==> src/rtl/flash_irq_pkg.sv <==
`timescale 1ns/1ps
// Package flash_irq_pkg
// Shared constants and types of the flash interrupt status register.
// Assumes a 16-bit register in which the source bits are contiguous.
package flash_irq_pkg;
    localparam int REG_W      = 16;
    localparam int OPC_W      = 16;
    localparam int SRC_N      = 4;
    localparam int SRC_LSB    = 4;   // reset source is the lowest
    localparam int MASTER_POS = 15;
    // source index: 0 reset, 1 erase, 2 program, 3 read
    localparam int SRC_RST = 0;
    localparam int SRC_ERS = 1;
    localparam int SRC_PRG = 2;
    localparam int SRC_RD  = 3;

    localparam logic [REG_W-1:0] DEF_COLD = 16'h8080;
    localparam logic [REG_W-1:0] DEF_WARM = 16'h8010;
    localparam logic [REG_W-1:0] IMPL_MASK =
        (REG_W'(1) << MASTER_POS) | (((REG_W'(1) << SRC_N) - 1) << SRC_LSB);

    typedef enum logic [1:0] {
        KIND_COLD = 2'b00,
        KIND_WARM = 2'b01,
        KIND_HOT  = 2'b10,
        KIND_HOT2 = 2'b11
    } rst_kind_t;

    localparam logic [OPC_W-1:0] OPC_LOAD_A  = 16'h0000;
    localparam logic [OPC_W-1:0] OPC_LOAD_B  = 16'h0013;
    localparam logic [OPC_W-1:0] OPC_PROG_A  = 16'h0080;
    localparam logic [OPC_W-1:0] OPC_PROG_B  = 16'h001A;
    localparam logic [OPC_W-1:0] OPC_PROG_C  = 16'h001B;
    localparam logic [OPC_W-1:0] OPC_MAST_A  = 16'h0065;
    localparam logic [OPC_W-1:0] OPC_MAST_B  = 16'h0023;
    localparam logic [OPC_W-1:0] OPC_MAST_C  = 16'h0071;
    localparam logic [OPC_W-1:0] OPC_MAST_D  = 16'h002A;
    localparam logic [OPC_W-1:0] OPC_MAST_E  = 16'h002C;
endpackage

==> src/rtl/flash_irq_decode.sv <==
`timescale 1ns/1ps
// Module flash_irq_decode
// Turns completion pulses and the finished opcode into per-bit set events.
// Assumes op_code is only meaningful while op_done is high.
module flash_irq_decode
    import flash_irq_pkg::*;
(
    input  logic             op_done,
    input  logic [OPC_W-1:0] op_code,
    input  logic             load_done,
    input  logic             erase_done,
    input  logic             reset_done,
    output logic [SRC_N-1:0] src_set,
    output logic             master_only
);
    logic is_load, is_prog, is_mast;

    // Classify the finished opcode.
    always_comb begin
        is_load = (op_code == OPC_LOAD_A) || (op_code == OPC_LOAD_B);
        is_prog = (op_code == OPC_PROG_A) || (op_code == OPC_PROG_B) ||
                  (op_code == OPC_PROG_C);
        is_mast = (op_code == OPC_MAST_A) || (op_code == OPC_MAST_B) ||
                  (op_code == OPC_MAST_C) || (op_code == OPC_MAST_D) ||
                  (op_code == OPC_MAST_E);
    end

    // Route each qualified event to its source bit.
    always_comb begin
        src_set          = '0;
        src_set[SRC_RD]  = (op_done && is_load) || load_done;
        src_set[SRC_PRG] = op_done && is_prog;
        src_set[SRC_ERS] = erase_done;
        src_set[SRC_RST] = reset_done;
        master_only      = op_done && is_mast;
    end
endmodule

==> src/rtl/flash_irq_cell.sv <==
`timescale 1ns/1ps
// Module flash_irq_cell
// One sticky status bit: reset defaults, then set, then clear-by-write.
// Assumes set_i and clr_i are single-cycle qualified strobes.
module flash_irq_cell #(
    parameter logic COLD_VAL = 1'b0,
    parameter logic WARM_VAL = 1'b0
) (
    input  logic clk,
    input  logic rst_n,
    input  logic soft_rst,
    input  logic soft_cold,
    input  logic set_i,
    input  logic clr_i,
    output logic q
);
    // Hold the bit with reset > set > clear priority.
    always_ff @(posedge clk) begin
        if (!rst_n)        q <= COLD_VAL;
        else if (soft_rst) q <= soft_cold ? COLD_VAL : WARM_VAL;
        else if (set_i)    q <= 1'b1;
        else if (clr_i)    q <= 1'b0;
    end
endmodule

==> src/rtl/flash_irq_pin.sv <==
`timescale 1ns/1ps
// Module flash_irq_pin
// Maps the master bit onto the pin level chosen by the polarity input.
// Assumes irq_pol is a static configuration level.
module flash_irq_pin (
    input  logic master_q,
    input  logic irq_pol,
    output logic irq_pin
);
    // Active level follows polarity, idle level is its inverse.
    always_comb irq_pin = master_q ? irq_pol : !irq_pol;
endmodule

==> src/rtl/flash_irq_status.sv <==
`timescale 1ns/1ps
// Module flash_irq_status
// Interrupt status register: master bit plus four source bits, cleared by
// writing zeros. The bits are set by completion events and drive an interrupt pin.
// Assumes all inputs are synchronous to clk.
module flash_irq_status
    import flash_irq_pkg::*;
(
    input  logic             clk,
    input  logic             rst_n,
    input  logic             soft_rst,
    input  logic [1:0]       rst_kind,
    input  logic             op_done,
    input  logic [OPC_W-1:0] op_code,
    input  logic             load_done,
    input  logic             erase_done,
    input  logic             reset_done,
    input  logic             wr_en,
    input  logic [REG_W-1:0] wr_data,
    input  logic             irq_pol,
    output logic [REG_W-1:0] rd_data,
    output logic             irq_pin
);
    logic [SRC_N-1:0] src_set;
    logic [SRC_N-1:0] src_q;
    logic             master_only;
    logic             master_q;
    logic             soft_cold;

    // Cold default is chosen only by the cold kind code.
    always_comb soft_cold = (rst_kind_t'(rst_kind) == KIND_COLD);

    flash_irq_decode u_dec (
        .op_done     (op_done),
        .op_code     (op_code),
        .load_done   (load_done),
        .erase_done  (erase_done),
        .reset_done  (reset_done),
        .src_set     (src_set),
        .master_only (master_only)
    );

    for (genvar i = 0; i < SRC_N; i++) begin : g_src
        localparam int POS = SRC_LSB + i;
        flash_irq_cell #(
            .COLD_VAL (DEF_COLD[POS]),
            .WARM_VAL (DEF_WARM[POS])
        ) u_cell (
            .clk       (clk),
            .rst_n     (rst_n),
            .soft_rst  (soft_rst),
            .soft_cold (soft_cold),
            .set_i     (src_set[i]),
            .clr_i     (wr_en && !wr_data[POS]),
            .q         (src_q[i])
        );
    end

    flash_irq_cell #(
        .COLD_VAL (DEF_COLD[MASTER_POS]),
        .WARM_VAL (DEF_WARM[MASTER_POS])
    ) u_master (
        .clk       (clk),
        .rst_n     (rst_n),
        .soft_rst  (soft_rst),
        .soft_cold (soft_cold),
        .set_i     (master_only || (|src_set)),
        .clr_i     (wr_en && !wr_data[MASTER_POS]),
        .q         (master_q)
    );

    // Assemble the read word, reserved positions forced to zero.
    always_comb begin
        rd_data = '0;
        rd_data[MASTER_POS] = master_q;
        rd_data[SRC_LSB +: SRC_N] = src_q;
    end

    flash_irq_pin u_pin (
        .master_q (master_q),
        .irq_pol  (irq_pol),
        .irq_pin  (irq_pin)
    );
endmodule

==> config.mk <==
export PLATFORM = sky130hd
export DESIGN_NAME = flash_irq_status
export DESIGN_NICKNAME = d
export VERILOG_FILES = /design/src/rtl/flash_irq_pkg.sv /design/src/rtl/flash_irq_decode.sv /design/src/rtl/flash_irq_cell.sv /design/src/rtl/flash_irq_pin.sv /design/src/rtl/flash_irq_status.sv
export SDC_FILE = /design/constraint.sdc
export NUM_CORES = 1
export LEC_CHECK = 0
export CORE_MARGIN = 8
export CORE_UTILIZATION = 24
export CTS_BUF_LIST = sky130_fd_sc_hd__clkbuf_16
export DETAILED_ROUTE_END_ITERATION = 16
export PLACE_DENSITY_LB_ADDON = 0.08
export SYNTH_ARGS = -nofsm -noshare
export SYNTH_HDL_FRONTEND = slang
export SYNTH_SLANG_ARGS = --single-unit
==> constraint.sdc <==
create_clock -name clk -period 1.4 [get_ports clk]
set_input_delay 0.28 -clock clk [delete_from_list [all_inputs] [get_ports clk]]
set_output_delay 0.28 -clock clk [all_outputs]
set_load 0.05 [all_outputs]
# Word level (Yosys, flattened, before mapping)
# Cells that the tools add are included.
[totals] register_bits=5
[classes] n_eq_ne=9 n_mux=13 n_reduce_logical=32 bitwise=1
[op_table] cell="$eq 16x5->1 const B" count=3
[op_table] cell="$eq 16x6->1 const B" count=3
[op_table] cell="$eq 16x7->1 const B" count=2
[op_table] cell="$eq 16x8->1 const B" count=1
[op_table] cell="$logic_not 16->1" count=1
[op_table] cell="$mux 1" count=13
[op_table] cell="$logic_or 1x1->1" count=9
[op_table] cell="$logic_and 1x1->1" count=8
[op_table] cell="$logic_not 1->1" count=6
[op_table] cell="$reduce_bool 3->1" count=2
[op_table] cell="$reduce_bool 2->1" count=2
[op_table] cell="$reduce_or 4->1" count=1
[op_table] cell="$reduce_or 3->1" count=1
[op_table] cell="$logic_not 2->1" count=1
[op_table] cell="$reduce_or 2->1" count=1
[op_table] cell="$not 1->1" count=1

# Logic depth before layout (Yosys ltp)
[depth] depth_word=8 depth_mapped=5 depth_no_buf=4

# By module
# A second synthesis with hierarchy kept.
[unflattened] cells_unflattened=70 hier_area_um2=534.3
[modules_own_cells] mod="flash_irq_decode" n_inst=1 cells_each=26 seq_area_each_um2=0.0 area_each_um2=186.4
[modules_own_cells] mod="flash_irq_status" n_inst=1 cells_each=22 seq_area_each_um2=0.0 area_each_um2=141.4
[modules_own_cells] mod="flash_irq_cell at g_src[0].u_cell ..." n_inst=3 cells_each=4 seq_area_each_um2=20.0 area_each_um2=40.0
[modules_own_cells] mod="flash_irq_cell at g_src[3].u_cell" n_inst=1 cells_each=5 seq_area_each_um2=20.0 area_each_um2=42.5
[modules_own_cells] mod="flash_irq_cell at u_master" n_inst=1 cells_each=4 seq_area_each_um2=20.0 area_each_um2=35.0
[modules_own_cells] mod="flash_irq_pin" n_inst=1 cells_each=1 seq_area_each_um2=0.0 area_each_um2=8.8

# Least setup slack after synthesis
# Ideal clock, no wire load.
[synth_timing] path_kind="register to output" from="register u_master.q" to="output port irq_pin" slack_ns=-0.030 t_arrival_ns=1.150 n_path_buf=0 required_time_ns=1.120 path_stages_with_launch=2 path_cell_list="dfxtp_1 xnor2_1"
[synth_between] elab_chain_len=1
[synth_lines] element="start: declaration" line="flash_irq_cell.sv:15" text="output logic q"
[synth_lines] element="start signal: assignment" line="flash_irq_cell.sv:20" text="else if (soft_rst) q <= soft_cold ? COLD_VAL : WARM_VAL;"
[synth_lines] element="$mux 1" line="flash_irq_pin.sv:11" text="always_comb irq_pin = master_q ? irq_pol : !irq_pol;"
[synth_lines] element="end: declaration" line="flash_irq_status.sv:22" text="output logic irq_pin"
# No other way between the ends.

# Worst setup path in the final report
[layout_timing] from="input port rst_n" to="register u_master.q"
[layout_between] elab_chain_len=2
[layout_lines] element="start: declaration" line="flash_irq_status.sv:10" text="input logic rst_n,"
[layout_lines] element="$not 1->1 (no source line)"
[layout_lines] element="$reduce_or 3->1 (no source line)"
# No other way between the ends.
# A chain may end at the register's enable or synchronous reset.

==> impl_results.md <==
- Outcome: completed
- Die Outline Area: 3971 um2
- Cell Pwr Density: 814.5 nW/um2
- Global-route wire length before repair: 2973 um
- Number of buffers on the longest clock path: 2
- Sort of element at the end of the critical path: flip-flop
- Endpoint of the most critical register-to-register path: u_master.q$_SDFFE_PP1P_
- Buffers plus inverters on the worst setup path: 1
- Logic depth of the worst register-to-register path: 3
- Chip Width: 63.02 um
- First DRT Iteration DRCs: 7
- Number of register bits inferred by synthesis: 5
- DRT Pass-1 Iters: 4
- Total number of nets in the final design: 160
- Post-CTS Hold Fix Bufs: 0
- Top cell family by delay on the critical path: compound AO/OA/AOI/OAI gates
- I/O Buffers: 37
- Total wirelength of the detailed-routed design: 1820 um
- Clock transition at the register clock pins on the worst setup and hold paths after CTS: 0.03 ns
- Netlist area before placement: 530.5 um2
- Hold WS: 0.5083 ns
- Share of post-route cells with drive strength above 1: 27.59%
- Number of distinct library cell variants in the gate-level netlist after synthesis: 26
- Yosys warning count: 0
- Final Wtd Congestion: 0.8514
- R2r setup slk: 0.28 ns
- TritonCTS Buffers: 3
- Number of antenna diodes: 0
- Mean routed wirelength per cell: 12.64 um
- Final HPWL from detailed placement: 1556 um
- Site row count: 17
- Setup bufs post-CTS: 0
- Crit Path Max Fanout: 2
- Worst min path class: flip-flop to flip-flop
- Number of top-level design ports: 60
- Critical path data arrival time: 1.47 ns
- Final min period: 1.361 ns
- H-Tree Level Count: 1
- Clock tree from TritonCTS: done
- Finished Layout Cells: 144
- Layout Utilization: 52.59%
- Proportion of synthesized chip area in sequential cells: 18.87%
- Number of hold-slack violations in the final timing report: 0
- Library cell used as clock root buffer: clkbuf_16
- Type of the worst setup path: input pin to flip-flop
- Top achievable clock speed: 735.0 MHz
- Maximum VDD drop: 664.0 uV
- Antenna-violating nets left: 0
- Final setup skew: 0 ns
- Pre-CTS setup slack: -0.5113 ns
- Initial standard-cell utilization of the core: 24.69%
- Chain of cells forming the critical path: dlygate4sd2_1 -> or3b_4 -> a2111o_1 -> a211oi_2 -> a21oi_1
- Vias in the first global route: 709
- Number of max-slew violations in the final report: 0
- Summed negative setup slack over all endpoints: 0 ns
- Total track usage: 8.942%
- DP Cell Count: 140
- Placeable core area: 2148 um2
- Filler cell count: 214
- Via/cell ratio: 4.549
- Slowest cell on crit path: or3b_4
- Clock latency on the worst-skew pair: 0.23 ns
- Maximum capacitance violations: 0
- Worst min-delay path startpoint: g_src[1].u_cell.q$_SDFFE_PP0P_
- Cell count of the worst hold path: 2
- Fraction of the cycle the final worst path needs: 97.18%
- DRC: 0
- Synth Area per Inst: 7.368 um2
- Lkg Pwr: 0.5054 nW
- Number of antenna violations at the first check in global routing: 0
- Relative area change from synthesis to final layout: 113.0%
- Crit path largest cell delay: 0.38 ns
- Number of failing setup endpoints in the final timing report: 0
- Die boundary height: 63.02 um
- Required time at the endpoint of the critical path: 1.51 ns
- Final worst slack: 0.03942 ns
- Largest net degree at the start of global routing: 8
- Final global-route overflow total: 0
- Capture endpoint of the worst hold path: g_src[1].u_cell.q$_SDFFE_PP0P_
- Via count: 655
- Number of standard cells after synthesis: 72
- CTS Sinks: 5
- Nature of the critical path startpoint: input pin
- Worst flop-to-flop path startpoint: u_master.q$_SDFFE_PP1P_
[routing by layer]
metal | track usage [%] | vias to the layer above | wire length [um]
met3 | 3.584 | 2 | 122
li1 | - | 323 | -
met1 | 9.505 | 302 | 741
met5 | 0 | - | 0
met4 | 3.419 | 0 | 21
met2 | 15.36 | 28 | 934
[how the worst max path moves through the flow]
stage | depth (start not counted) | endpoint | start | slack (ns)
global route | 5 | u_master.q$_SDFFE_PP1P_ | op_code[6] | -0.02
detailed placement | 5 | u_master.q$_SDFFE_PP1P_ | rst_n | -0.51
CTS | 5 | u_master.q$_SDFFE_PP1P_ | soft_rst | 0.009
finish | 5 | u_master.q$_SDFFE_PP1P_ | rst_n | 0.04
floorplan | 4 | u_master.q$_SDFFE_PP1P_ | soft_rst | 0.001
global placement | 5 | u_master.q$_SDFFE_PP1P_ | rst_n | -0.49
[what timing repair did]
action                     in CTS  in global routing
setup endpoints to repair       2                  3
resized for setup              14                 10
pin swaps                       7                 10
[flip-flops by register name, summed over array words and instances, names as in the netlist]
| signal | cells |
|---|---|
| g_src.u_cell.q | 4 |
| u_master.q | 1 |
[cell usage after synthesis]
cell | number | area [um2]
nor4b_1 | 2 | 17.52
or4_1 | 1 | 7.510
nand2b_1 | 4 | 25.02
nor3_1 | 3 | 15.01
a21oi_1 | 5 | 25.02
o32ai_1 | 1 | 8.760
buf_2 | 1 | 5.000
nand2_1 | 5 | 18.77
conb_1 | 1 | 3.750
dfxtp_1 | 5 | 100.1
or3b_1 | 1 | 8.760
mux2i_1 | 1 | 10.01
inv_1 | 2 | 7.510
nand3_1 | 2 | 10.01
xnor2_1 | 3 | 26.28
nor2_1 | 4 | 15.01
o22ai_1 | 1 | 6.260
a2bb2oi_1 | 1 | 8.760
nor4_1 | 3 | 18.77
a2111o_1 | 1 | 11.26
o2111ai_1 | 1 | 8.760
a211oi_1 | 1 | 7.510
o21ai_0 | 3 | 15.01
buf_4 | 17 | 127.6
and4b_1 | 1 | 10.01
and3_1 | 2 | 12.51
[power by group]
part	total [mW]	switching [mW]	internal [mW]	leakage (nW)
Combinational	0.298	0.158	0.140	0.422
Sequential	0.156	0.00652	0.150	0.0411
Clock	0.466	0.0959	0.370	0.0423
[metrics by stage]
step,cell area [um2],power (mW)
detailed placement,1002,0.4535
CTS,1094,0.9272
floorplan,586.8,0.3241
global route,1130,0.9654
global placement,1002,0.4526
finish,1130,0.9203
[worst min-delay path, delay by kind of cell (launching register included)]
family | cells | cell delay, ns
DFF | 1 | 0.32
AOI/OAI and AO/OA | 2 | 0.13
[area by class of cell]
class / instances / area (um2) / area share [%]
Timing Repair Buffer: 48 / 511.7 / 45.29
Multi-Input combinational cell: 57 / 396.6 / 35.11
Sequential cell: 5 / 100.1 / 8.859
Clock buffer: 3 / 75.07 / 6.645
Tap cell: 28 / 35.03 / 3.101
Inverter: 2 / 7.507 / 0.6645
Clock inverter: 1 / 3.754 / 0.3322
[cells by family after synthesis]
family / after synthesis / synth area share (%)
other: 1 / 0.7069
XOR/XNOR: 3 / 4.954
flip-flops: 5 / 18.87
multiplexers: 1 / 1.887
AND/OR/NAND/NOR: 28 / 29.95
AO/OA/AOI/OAI: 14 / 17.22
buffers and inverters: 20 / 26.41
[cells in the final DEF, fill, tap and decap left out, types with 3 or more instances in the layout]
cell,count
clkdlybuf4s50_1,19
a21oi_1,4
nand2b_1,3
dfxtp_1,5
inv_1,3
clkbuf_16,3
nor2_1,4
conb_1,11
dlygate4sd2_1,7
nand2_1,5
buf_4,11
o21ai_0,3
dlymetal6s2s_1,3
buf_12,6
Note: power is estimated with default switching activity, not from simulation.
